## src/rtl/eau_pkg.sv

```systemverilog
package eau_pkg;

  typedef enum logic [2:0] {
    OP_IDLE = 3'd0,
    OP_ADDR = 3'd1,
    OP_MEM  = 3'd2,
    OP_PUSH = 3'd3,
    OP_POP  = 3'd4,
    OP_CALL = 3'd5,
    OP_RET  = 3'd6,
    OP_SPARE = 3'd7
  } eauOp_e;

  typedef struct packed {
    logic formOperand;
    logic spDown;
    logic spUp;
    logic alignCheck;
    logic memAccess;
    logic spWrite;
  } eauStrobe_t;

endpackage

```

## src/rtl/eau_ctrl.sv

```systemverilog
module eau_ctrl
  import eau_pkg::*;
(
  input  logic [2:0] opCode,
  output eauStrobe_t strobe
);

  eauOp_e op;
  assign op = eauOp_e'(opCode);

  always_comb begin
    strobe = '0;
    unique case (op)
      OP_ADDR: begin
        strobe.formOperand = 1'b1;
      end
      OP_MEM: begin
        strobe.formOperand = 1'b1;
        strobe.alignCheck  = 1'b1;
        strobe.memAccess   = 1'b1;
      end
      OP_PUSH, OP_CALL: begin
        strobe.spDown     = 1'b1;
        strobe.alignCheck = 1'b1;
        strobe.memAccess  = 1'b1;
        strobe.spWrite    = 1'b1;
      end
      OP_POP, OP_RET: begin
        strobe.spUp       = 1'b1;
        strobe.alignCheck = 1'b1;
        strobe.memAccess  = 1'b1;
        strobe.spWrite    = 1'b1;
      end
      default: strobe = '0;
    endcase
  end

endmodule

```

## src/rtl/eau_dpath.sv

```systemverilog
module eau_dpath
  import eau_pkg::*;
#(
  parameter int ADDR_W     = 32,
  parameter int IDX_W      = 3,
  parameter int SCALE_W    = 4,
  parameter int SP_INDEX   = 4,
  parameter int WORD_BYTES = 4,
  parameter int N_SCALES   = 4
) (
  input  eauStrobe_t        strobe,
  input  logic [ADDR_W-1:0] baseVal,
  input  logic              baseEn,
  input  logic [ADDR_W-1:0] indexVal,
  input  logic              indexEn,
  input  logic [IDX_W-1:0]  indexSel,
  input  logic [SCALE_W-1:0] scale,
  input  logic [ADDR_W-1:0] disp,
  input  logic [ADDR_W-1:0] espVal,
  output logic [ADDR_W-1:0] effAddr,
  output logic [ADDR_W-1:0] newSp,
  output logic              spWrEn,
  output logic              fault,
  output logic              memAccess
);

  localparam int ALIGN_W = (WORD_BYTES > 1) ? $clog2(WORD_BYTES) : 1;
  localparam logic [ADDR_W-1:0] STEP = ADDR_W'(WORD_BYTES);
  localparam logic [IDX_W-1:0] SP_SEL = IDX_W'(SP_INDEX);

  logic [N_SCALES-1:0] scaleHit;
  logic [ADDR_W-1:0]   shifted [N_SCALES];
  logic [ADDR_W-1:0]   indexTerm;
  logic [ADDR_W-1:0]   baseTerm;
  logic [ADDR_W-1:0]   operandSum;
  logic [ADDR_W-1:0]   spBelow;
  logic [ADDR_W-1:0]   spAbove;
  logic                scaleBad;
  logic                espAsIndex;
  logic                misaligned;
  logic                operandFault;

  // One comparator and one fixed shifter per legal power-of-two scale
  for (genvar g = 0; g < N_SCALES; g++) begin : gScale
    assign scaleHit[g] = (scale == SCALE_W'(1 << g));
    assign shifted[g]  = indexVal << g;
  end

  always_comb begin
    indexTerm = '0;
    for (int k = 0; k < N_SCALES; k++) begin
      if (scaleHit[k]) indexTerm = indexTerm | shifted[k];
    end
    if (!indexEn) indexTerm = '0;
  end

  assign baseTerm   = baseEn ? baseVal : '0;
  assign operandSum = baseTerm + indexTerm + disp;
  assign spBelow    = espVal - STEP;
  assign spAbove    = espVal + STEP;

  always_comb begin
    if (strobe.spDown)           effAddr = spBelow;
    else if (strobe.spUp)        effAddr = espVal;
    else if (strobe.formOperand) effAddr = operandSum;
    else                         effAddr = '0;
  end

  always_comb begin
    if (strobe.spDown)    newSp = spBelow;
    else if (strobe.spUp) newSp = spAbove;
    else                  newSp = espVal;
  end

  assign scaleBad     = indexEn && !(|scaleHit);
  assign espAsIndex   = indexEn && (indexSel == SP_SEL);
  assign misaligned   = |effAddr[ALIGN_W-1:0];
  assign operandFault = strobe.formOperand && (scaleBad || espAsIndex);

  assign fault     = operandFault || (strobe.alignCheck && misaligned);
  assign spWrEn    = strobe.spWrite && !fault;
  assign memAccess = strobe.memAccess;

endmodule

```

## src/rtl/eau_top.sv

```systemverilog
module eau_top
  import eau_pkg::*;
#(
  parameter int ADDR_W     = 32,
  parameter int IDX_W      = 3,
  parameter int SCALE_W    = 4,
  parameter int SP_INDEX   = 4,
  parameter int WORD_BYTES = 4
) (
  input  logic [2:0]         opCode,
  input  logic [ADDR_W-1:0]  baseVal,
  input  logic               baseEn,
  input  logic [ADDR_W-1:0]  indexVal,
  input  logic               indexEn,
  input  logic [IDX_W-1:0]   indexSel,
  input  logic [SCALE_W-1:0] scale,
  input  logic [ADDR_W-1:0]  disp,
  input  logic [ADDR_W-1:0]  espVal,
  output logic [ADDR_W-1:0]  effAddr,
  output logic [ADDR_W-1:0]  newSp,
  output logic               spWrEn,
  output logic               fault,
  output logic               memAccess
);

  eauStrobe_t strobe;

  eau_ctrl uCtrl (
    .opCode (opCode),
    .strobe (strobe)
  );

  eau_dpath #(
    .ADDR_W     (ADDR_W),
    .IDX_W      (IDX_W),
    .SCALE_W    (SCALE_W),
    .SP_INDEX   (SP_INDEX),
    .WORD_BYTES (WORD_BYTES),
    .N_SCALES   (4)
  ) uDpath (
    .strobe    (strobe),
    .baseVal   (baseVal),
    .baseEn    (baseEn),
    .indexVal  (indexVal),
    .indexEn   (indexEn),
    .indexSel  (indexSel),
    .scale     (scale),
    .disp      (disp),
    .espVal    (espVal),
    .effAddr   (effAddr),
    .newSp     (newSp),
    .spWrEn    (spWrEn),
    .fault     (fault),
    .memAccess (memAccess)
  );

endmodule

```

## config.mk

```make
export PLATFORM = sky130hd
export DESIGN_NAME = eau_top
export DESIGN_NICKNAME = d
export VERILOG_FILES = /design/src/rtl/eau_pkg.sv /design/src/rtl/eau_ctrl.sv /design/src/rtl/eau_dpath.sv /design/src/rtl/eau_top.sv
export SDC_FILE = /design/constraint.sdc
export NUM_CORES = 1
export LEC_CHECK = 0
export BUFFER_PORTS_ARGS = -buffer_cell sky130_fd_sc_hd__buf_2
export CAP_MARGIN = 20
export CORE_MARGIN = 1
export CORE_UTILIZATION = 53
export DETAILED_ROUTE_END_ITERATION = 8
export MAX_ROUTING_LAYER = met4
export PLACE_DENSITY = 0.85
export SYNTH_ARGS = -nofsm -noshare
export SYNTH_HDL_FRONTEND = slang
export SYNTH_HIERARCHICAL = 1
export SYNTH_SLANG_ARGS = --single-unit
```

## constraint.sdc

```tcl
create_clock -name vclk -period 5.8
set_input_delay 0.58 -clock vclk [all_inputs]
set_output_delay 0.58 -clock vclk [all_outputs]
set_load 0.03 [all_outputs]
```

==> metrics.log <==
[metrics] leftover overflow at the end of global routing: 0
[metrics] DRC viols: 0
[metrics] most area-consuming cells after synthesis: fa_1, a22oi_1, xnor2_1
[metrics] die area: 10700 um2
[metrics] most common cell after layout, fill and taps aside: buf_2
[metrics] path type of the worst min-delay path: in2out
[metrics] setup repair after global routing missed its margin: no
[metrics] detailed-route via count: 6268
[metrics] WHS Path Cells: 2
[metrics] area taken by flip-flops and latches: 0 um2
[metrics] routability congestion estimate from global placement: 0.916
[metrics] count of nets after finishing: 1117
[metrics] clock network power share: 0
[metrics] fraction of final layout cells sized beyond drive strength 1: 0.274
[metrics] Initial Util: 0.551
[metrics] total track usage: 0.301
[metrics] start point of the worst hold path: espVal[0]
[metrics] average instance area after synthesis: 7.15 um2
[metrics] total setup buffers inserted after CTS: 0
[metrics] largest driver fanout on the critical path: 15
[metrics] post-route antenna net violation count: 0
[metrics] detailed-routing iteration count for the pre-antenna-repair pass: 5
[metrics] number of maximum-capacitance violations: 0
[metrics] Design Area, Final: 6450 um2
[metrics] I/O Buffers: 207
[metrics] highest clock rate: 187 MHz
[metrics] final worst hold slack: 1430 ps
[metrics] Multi-input gate area: 5090 um2
[metrics] summed instance area of the synthesized netlist: 5440 um2
[metrics] Worst EP arrival: 4770 ps
[metrics] quantity of hold-fixing buffers added after cts: 0
[metrics] post-synth cell types: 79
[metrics] Non-Filler Instances: 1044
[metrics] count of final hold-check violations: 0
[metrics] wire length per cell after detailed routing: 15.3 um
[metrics] share of the clock period used by the worst path: 0.922
[metrics] via count of the first global-routing pass: 5390
[metrics] total power after layout: 0.718 mW
[metrics] combinational share of power: 1.000
[metrics] result of the run: completed
[metrics] most area-hungry cell type in the Yosys netlist: fa_1
[metrics] type of origin of the critical path: input port
[metrics] pin count of the biggest net entering global routing: 58
[metrics] transition time at the pin with the least slew margin: 598 ps
[metrics] final setup slack of the worst path: 450 ps
[metrics] number of gates given a new drive strength after cts: 0
[metrics] Critical path origin: scale[3]
[metrics] count of clock buffers in the final design: 0
[metrics] Inserted Diodes: 0
[metrics] Synthesis Warnings: 6
[metrics] Worst Hold Path EP: newSp[0]
[metrics] Setup-failing EPs final: 0
[metrics] HPWL after detailed placement: 13100 um
[metrics] Detailed Route WL: 16000 um
[metrics] Core Region: 9860 um2
[metrics] sequential area share after synthesis: 0
[metrics] reported net switching power: 0.448 mW
[metrics] met2 routing resource usage after global routing: 0.488
[metrics] top-level port count: 207
[metrics] area share of the largest cell type after synthesis: 0.118
[metrics] Via density: 6.00
[metrics] floorplan die height: 103 um
[metrics] final core utilization: 0.654
[metrics] Initial DRC Count: 473
[metrics] met1 demand-to-capacity share in global routing: 0.434
[metrics] flip-flop and latch count: 0
[metrics] Syn Inst Count: 760
[metrics] Placement Setup Slack: 494 ps
[metrics] Switching Fraction: 0.624
[metrics] critical path class: in2out
[metrics] cell-internal power: 0.270 mW
[metrics] power per cell area: 111 nW/um2
[metrics] peak-usage layer in the global routing report: met2
[metrics] LEAKAGE: 2.87 nW
[metrics] worst path required time: 5220 ps
[metrics] Inst Count DP: 1044
[metrics] Sequential Power Share: 0
[metrics] max-slew violation count: 0
[metrics] Mapped Nets: 964
[metrics] peak supply drop: 0.0557 mV
[metrics] final-layout fill cell count: 909
[metrics] Area after DPL: 6450 um2
[metrics] Final min period: 5350 ps
[metrics] antenna violations before repair: 0
[metrics] total negative slack for setup checks: 0 ps
[metrics] GR met3 Demand/Resource: 0.00470
[metrics] area growth from synthesis to final layout: 18.7%
[metrics] most frequent cells in the layout: buf_2, a22oi_1, nand2_1
[metrics] wire length of the first global-routing pass: 25600 um
[metrics] tightest slew margin relative to the limit: 0.600
[metrics] die boundary width: 103 um
[metrics] endpoint class of the critical path: primary output
[metrics] Cell Rows: 36
[Yosys cell counts, drive strengths merged, types with 4 or more instances]
library cell  number
a31oi              5
nor4               6
nand4             16
a22oi             72
xor2              30
nand2b             7
nor2b              6
or3                8
a21boi            31
buf               21
xnor2             46
a21oi             51
inv               24
clkbuf            43
ha                32
a311oi             5
and3              11
nor3              12
a32oi              4
o21bai             7
nand3             15
o22ai              5
nor2              57
a21o              17
and2              36
a211oi             6
nand2             61
fa                32
o31ai              5
o21ai             39
[kinds of logic after synthesis]
family          count (synthesis)  synth area share
mux                             2           0.00414
buf+inv                        88            0.0684
simple gates                  250             0.252
xor+xnor                       76             0.122
fa+ha+maj                      64             0.191
compound gates                280             0.362
[how the worst max path moves through the flow]
stage | endpoint | slack (ps)
floorplan | effAddr[30] | 340
global placement | effAddr[31] | 670
finish | effAddr[31] | 450
CTS | effAddr[31] | 490
global route | effAddr[31] | 130
detailed placement | effAddr[31] | 490
[worst max-delay path: stages]
cell and delay [ps]:
buf_2 160, nand2b_1 160, nor3_2 40, buf_4 190, a222oi_1 380, nor2b_1 130
fa_1 550, inv_1 70, fa_1 430, and2b_1 250, o2111ai_1 140, a21boi_1 300
a21oi_1 190, o31ai_1 490, a31oi_1 150, a211oi_1 210, o21ai_0 130, buf_2 220
[final cells by class]
class	instances	share of cell area
inverter	24	0.0140
tap	133	0.0258
multi-input combinational	672	0.788
timing repair buffer	215	0.172
[layer usage]
| metal | routed length (um) | part of all wire |
|---|---|---|
| met1 | 7580 | 0.48 |
| met3 | 866 | 0.054 |
| met2 | 7290 | 0.46 |
| met5 | 0 | 0 |
| met4 | 211 | 0.013 |
[power groups by stage]
stage / clock [mW] / combinational (mW) / sequential, mW
after floorplan: 0 / 0.505 / 0
final: 0 / 0.718 / 0
after global placement: 0 / 0.699 / 0
after global routing: 0 / 0.786 / 0
after detailed placement: 0 / 0.707 / 0
after CTS: 0 / 0.711 / 0
Power figures use the tool's default switching activity.
